**config.mk**
```make
export PLATFORM = sky130hd
export DESIGN_NAME = psw_unit
export DESIGN_NICKNAME = d
export VERILOG_FILES = /design/src/rtl/psw_pkg.sv /design/src/rtl/psw_arith.sv /design/src/rtl/psw_parity.sv /design/src/rtl/psw_bank_map.sv /design/src/rtl/psw_unit.sv
export SDC_FILE = /design/constraint.sdc
export NUM_CORES = 1
export LEC_CHECK = 0
export ABC_AREA = 1
export BUFFER_PORTS_ARGS = -buffer_cell sky130_fd_sc_hd__buf_2
export CELL_PAD_IN_SITES_DETAIL_PLACEMENT = 0
export CELL_PAD_IN_SITES_GLOBAL_PLACEMENT = 1
export CORE_ASPECT_RATIO = 1.25
export CORE_MARGIN = 2
export CORE_UTILIZATION = 26
export CTS_CLUSTER_SIZE = 24
export DETAILED_ROUTE_END_ITERATION = 10
export PLACE_DENSITY = 0.82
export RECOVER_POWER = 50
export SYNTH_ARGS = -nofsm -noshare
export SYNTH_HDL_FRONTEND = slang
export SYNTH_HIERARCHICAL = 1
export SYNTH_SLANG_ARGS = --single-unit
```
**constraint.sdc**
```tcl
create_clock -name clk -period 4.45 [get_ports clk]
set_input_delay 0.445 -clock clk [delete_from_list [all_inputs] [get_ports clk]]
set_output_delay 0.445 -clock clk [all_outputs]
set_load 0.02 [all_outputs]
```
**src/rtl/psw_pkg.sv**
```systemverilog
package psw_pkg;
  localparam int DW = 8;

  typedef enum logic [1:0] {
    OP_LOGIC = 2'd0,
    OP_ADD   = 2'd1,
    OP_SUB   = 2'd2,
    OP_SHIFT = 2'd3
  } alu_class_e;

  // stored part of the status word, bits 7..2
  typedef struct packed {
    logic       cy;
    logic       ac;
    logic       f0;
    logic [1:0] rs;
    logic       ov;
  } flags_t;
endpackage

```
**src/rtl/psw_arith.sv**
```systemverilog
module psw_arith
  import psw_pkg::*;
(
  input  logic [DW-1:0] opa,
  input  logic [DW-1:0] opb,
  input  logic          cin,
  input  logic          is_sub,
  output logic          cy,
  output logic          ac,
  output logic          ov
);
  localparam int NIB = 4;

  logic [DW-1:0]  b_eff;
  logic           c_top;
  logic [DW-2:0]  unused_low;
  logic [DW-1:0]  unused_full;
  logic [NIB-1:0] unused_nib;

  // subtract is add of the complement with not-borrow carry-in
  assign b_eff = is_sub ? ~opb : opb;

  assign {ac, unused_nib} = {1'b0, opa[NIB-1:0]} + {1'b0, b_eff[NIB-1:0]}
                            + {{NIB{1'b0}}, cin};
  assign {c_top, unused_low} = {1'b0, opa[DW-2:0]} + {1'b0, b_eff[DW-2:0]}
                               + {{(DW-1){1'b0}}, cin};
  assign {cy, unused_full} = {1'b0, opa} + {1'b0, b_eff} + {{DW{1'b0}}, cin};

  // signed overflow: carry into the sign bit differs from carry out of it
  assign ov = c_top ^ cy;
endmodule

```
**src/rtl/psw_parity.sv**
```systemverilog
module psw_parity
  import psw_pkg::*;
(
  input  logic [DW-1:0] acc,
  output logic          par
);
  // even overall count of ones including the flag
  assign par = ^acc;
endmodule

```
**src/rtl/psw_bank_map.sv**
```systemverilog
module psw_bank_map #(
  parameter int REGS_PER_BANK = 8,
  parameter int ADDR_W        = 8
) (
  input  logic [1:0]                       rs,
  input  logic [$clog2(REGS_PER_BANK)-1:0] reg_sel,
  output logic [ADDR_W-1:0]                bank_base,
  output logic [ADDR_W-1:0]                reg_addr
);
  localparam int RSEL_W = $clog2(REGS_PER_BANK);

  assign bank_base = ADDR_W'({rs, {RSEL_W{1'b0}}});
  assign reg_addr  = bank_base + ADDR_W'(reg_sel);
endmodule

```
**src/rtl/psw_unit.sv**
```systemverilog
module psw_unit
  import psw_pkg::*;
#(
  parameter int REGS_PER_BANK = 8,
  parameter int ADDR_W        = 8,
  localparam int RSEL_W       = $clog2(REGS_PER_BANK)
) (
  input  logic              clk,
  input  logic              rst,
  input  logic [7:0]        acc,
  input  logic [7:0]        opa,
  input  logic [7:0]        opb,
  input  logic              cin,
  input  logic [1:0]        op,
  input  logic              shift_cy,
  input  logic              upd,
  input  logic              clr_ov,
  input  logic              bit_load,
  input  logic [7:0]        mem_byte,
  input  logic              wr_en,
  input  logic [7:0]        wr_data,
  input  logic [RSEL_W-1:0] reg_sel,
  output logic [7:0]        psw,
  output logic [ADDR_W-1:0] bank_base,
  output logic [ADDR_W-1:0] reg_addr
);
  flags_t     flags_q, flags_d;
  alu_class_e cls;
  logic       a_cy, a_ac, a_ov, par;
  logic       unused_in;

  assign cls       = alu_class_e'(op);
  assign unused_in = ^{wr_data[1:0], mem_byte[7], mem_byte[5:0]};

  psw_arith u_arith (
    .opa    (opa),
    .opb    (opb),
    .cin    (cin),
    .is_sub (cls == OP_SUB),
    .cy     (a_cy),
    .ac     (a_ac),
    .ov     (a_ov)
  );

  psw_parity u_par (
    .acc (acc),
    .par (par)
  );

  always_comb begin
    flags_d = flags_q;
    if (upd) begin
      case (cls)
        OP_ADD, OP_SUB: begin
          flags_d.cy = a_cy;
          flags_d.ac = a_ac;
          flags_d.ov = a_ov;
        end
        OP_SHIFT: flags_d.cy = shift_cy;
        default: ;
      endcase
    end
    if (bit_load)    flags_d.ov = mem_byte[6];
    else if (clr_ov) flags_d.ov = 1'b0;
    if (wr_en)       flags_d = flags_t'(wr_data[7:2]);
  end

  always_ff @(posedge clk) begin
    if (rst) flags_q <= '0;
    else     flags_q <= flags_d;
  end

  assign psw = {flags_q, 1'b0, par};

  psw_bank_map #(
    .REGS_PER_BANK (REGS_PER_BANK),
    .ADDR_W        (ADDR_W)
  ) u_bank (
    .rs        (flags_q.rs),
    .reg_sel   (reg_sel),
    .bank_base (bank_base),
    .reg_addr  (reg_addr)
  );

  AST_WRITE_LOADS: assert property (@(posedge clk) disable iff (rst)
    wr_en |=> psw[7:2] == $past(wr_data[7:2]));
  AST_SHIFT_CARRY: assert property (@(posedge clk) disable iff (rst)
    (upd && cls == OP_SHIFT && !wr_en) |=> psw[7] == $past(shift_cy));
  AST_LOGIC_HOLD: assert property (@(posedge clk) disable iff (rst)
    (upd && cls == OP_LOGIC && !wr_en && !bit_load && !clr_ov) |=> $stable(psw[7:2]));
  AST_OV_CLEAR: assert property (@(posedge clk) disable iff (rst)
    (clr_ov && !bit_load && !wr_en) |=> !psw[2]);
  AST_BIT_LOAD: assert property (@(posedge clk) disable iff (rst)
    (bit_load && !wr_en) |=> psw[2] == $past(mem_byte[6]));
  AST_PARITY_EVEN: assert property (@(posedge clk) disable iff (rst)
    ($countones({acc, psw[0]}) % 2) == 0);
  AST_BANK_BASE: assert property (@(posedge clk) disable iff (rst)
    bank_base == ADDR_W'(psw[4:3]) * ADDR_W'(REGS_PER_BANK));
endmodule

```
==> metrics.md <==
| Metric | Value |
|---|---|
| Kind of critical path | `in2reg` |
| H-tree levels | `1` |
| Final Hold Violating Endpoints | `0` |
| ANT cells | `0` |
| Count leader, synth | `nand2_1` |
| Crit path from | `op[0]` |
| First-pass GRT wire length | `3420 um` |
| First-pass DRT Iterations | `4` |
| Most area-hungry cell type in the Yosys netlist | `nand2_1` |
| Hold_buf cts | `0` |
| Synth Warn # | `6` |
| Initial antenna violation count | `0` |
| Largest cells by area after synthesis | `nand2_1, buf_4, ha_1, dfxtp_1, xor2_1` |
| CP Launch Type | `input pin` |
| Fillers | `441` |
| Sequential fraction of the synthesis area | `0.119` |
| Most used cell, CP | `nand2_1` |
| Max-cap violations | `0` |
| Max IR drop VDD | `0.0000644 V` |
| GPL Wtd Cong | `0.721` |
| Setup bufs post-CTS | `0` |
| Worst r2r path cells | `2` |
| Worst R2R Setup Slack | `3.81 ns` |
| Synth top area share | `0.256` |
| Total number of vias | `1055` |
| Worst Path Required | `4.56 ns` |
| FF+latch count, synth | `6` |
| CTS tree | `built` |
| Peak Freq | `445 MHz` |
| Clock skew | `0 ns` |
| Data arrival, critical path | `2.35 ns` |
| Grt ovf | `0` |
| Number of I/O pins | `77` |
| Synth Instances | `176` |
| Initial DRC Count | `16` |
| Clk slew on worst S/H paths | `0.04 ns` |
| Max stage delay on crit path | `0.44 ns` |
| CORE AREA | `3750 sq um` |
| Vias per inst | `4.07` |
| Cell Rows | `25` |
| Mapped Area | `1010 sq um` |
| Port buffer count | `51` |
| CTS Root Cell | `clkbuf_8` |
| Gr usage total | `0.0986` |
| Die X | `59.8 um` |
| Final wirelength | `2020 um` |
| CTS sink count | `6` |
| Reg2Reg Capture Point | `psw[2]$_SDFFE_PP0P_` |
| Final setup viols | `0` |
| Share of layout cells above drive strength 1 | `0.279` |
| Pwr dens | `221 nW/um^2` |
| Clock Tree Buf Depth | `2` |
| Layout area overhead | `22.7%` |
| Slew Limit Fails | `0` |
| Async S/R FF share, synth | `0` |
| Crit-path cells | `buf_2 > inv_1 > ha_1 > xor2_1 > ha_1 > nand2_1 > nand2_1 > inv_2 > o21ai_2 > a21oi_4 > nand2_2 > nand2_1 > nand2_1 > nand2_1 > nand2_1 > a21oi_1 > nor2_1` |
| Endpoint class of the critical path | `register` |
| Syn_area_per_cell | `5.75 sq um` |
| Layout Nets | `284` |
| Synth cell count leaders | `nand2_1, buf_4, inv_1, nor2_1, ha_1` |
| Wire length per cell | `7.78 um` |
| Netlist cell types | `19` |
| Placement Setup Slack | `1.91 ns` |
| Largest net degree at the start of global routing | `11` |
| Hold WC Path Type | `in2reg` |
| RSZ-0062 raised after global routing | `false` |
| Leak Pwr | `0.792 nW` |
| Final Cycle Share | `0.504` |
| Crit-path max FO | `8` |
| Clk_lat worst skew | `0.22 ns` |
| CP max-delay cell | `ha_1` |
| Post-cts sizing count | `0` |
| Starting Density | `0.270` |
| Max reg flops | `6` |
| Cts bufs inserted | `3` |
| Post-route minimum period | `2.24 ns` |
| Top FF cell, synth | `dfxtp_1` |
| Reg-to-Reg Start | `psw[2]$_SDFFE_PP0P_` |
| Vias in the first global route | `916` |
| Die ar. | `4410 sq um` |
| Status | `completed` |
| DRC viols | `0` |
| DIE HEIGHT | `73.8 um` |
| Worst setup path endpoint | `psw[2]$_SDFFE_PP0P_` |
| TNS Setup | `0 ns` |
| PnR worst setup slack | `2.21 ns` |
| EDFF count, synth | `0` |
| DRT antenna net count | `0` |
| Detailed placer's ending HPWL | `1800 um` |
## layout make-up
class | instances | area, sq um | share of cell area
multi-input combinational | 136 | 696 | 0.560
tap | 40 | 50.0 | 0.0403
sequential | 6 | 120 | 0.0967
timing repair buffer | 51 | 249 | 0.200
clock buffer | 3 | 41.3 | 0.0332
inverter | 23 | 86.3 | 0.0695
## worst max-delay path, delay by kind of cell
family          cells  cell delay [ns]
compound gates      3             0.33
xor+xnor            1             0.19
fa+ha+maj           2             0.71
simple gates        8             0.48
buf+inv             3             0.21
## cells in the final DEF, fill, tap and decap left out
cell type | Yosys | final
nand3_1 | 6 | 6
nand2_2 | 4 | 4
or2_2 | 1 | 1
a21oi_1 | 6 | 6
clkbuf_8 | 0 | 3
ha_1 | 10 | 10
or2_0 | 2 | 2
clkbuf_1 | 0 | 5
buf_2 | 1 | 46
nor2_2 | 1 | 1
a21oi_4 | 1 | 1
dfxtp_1 | 6 | 6
inv_1 | 18 | 19
inv_2 | 5 | 4
xor2_1 | 8 | 8
o21ai_2 | 1 | 1
conb_1 | 2 | 10
nand2_1 | 69 | 69
nor2_1 | 13 | 13
o21ai_0 | 4 | 4
## stage by stage
step / utilization / std cells / hold WS (ns) / power [mW] / area, sq um
after global placement: 0.322 / 256 / 0.457 / 0.197 / 1210
final: 0.331 / 259 / 0.447 / 0.274 / 1240
after CTS: 0.333 / 259 / 0.448 / 0.280 / 1250
after detailed placement: 0.322 / 256 / 0.475 / 0.198 / 1210
after global routing: 0.331 / 259 / 0.471 / 0.301 / 1240
after floorplan: - / 184 / 0.558 / 0.172 / 1040
## metal layers
| metal | GRT usage | wire length, um | up-vias |
|---|---|---|---|
| met1 | 0.109 | 864 | 423 |
| li1 | - | - | 588 |
| met3 | 0.0123 | 148 | 2 |
| met5 | 0 | 0 | - |
| met4 | 0.0469 | 12 | 0 |
| met2 | 0.180 | 989 | 42 |
## report_power, final
part	leakage [nW]	internal, mW	total, mW	switching [mW]
combinational	0.721	0.0527	0.133	0.0799
sequential	0.0499	0.0588	0.0614	0.00254
clock	0.0216	0.0580	0.0800	0.0220
## cell families after synthesis
family	Yosys count	share of synthesized area
other	2	0.00742
and+or+nand+nor	96	0.383
buffers and inverters	42	0.224
DFF	6	0.119
AOI/OAI and AO/OA	12	0.0742
adders and majority gates	10	0.124
xor gates and xnor gates	8	0.0692
## how the worst min path moves through the flow
stage | startpoint | endpoint | slack, ns | cells past startpoint
2_1_floorplan | psw[6]$_SDFFE_PP0P_ | psw[6]$_SDFFE_PP0P_ | 0.56 | 2
3_3_place_gp | psw[6]$_SDFFE_PP0P_ | psw[6]$_SDFFE_PP0P_ | 0.46 | 2
3_5_place_dp | psw[6]$_SDFFE_PP0P_ | psw[6]$_SDFFE_PP0P_ | 0.48 | 2
4_1_cts | wr_data[4] | psw[4]$_SDFFE_PP0P_ | 0.45 | 3
5_1_grt | wr_data[3] | psw[3]$_SDFFE_PP0P_ | 0.47 | 3
6_report | wr_data[4] | psw[4]$_SDFFE_PP0P_ | 0.45 | 3
Power figures use the tool's default switching activity.
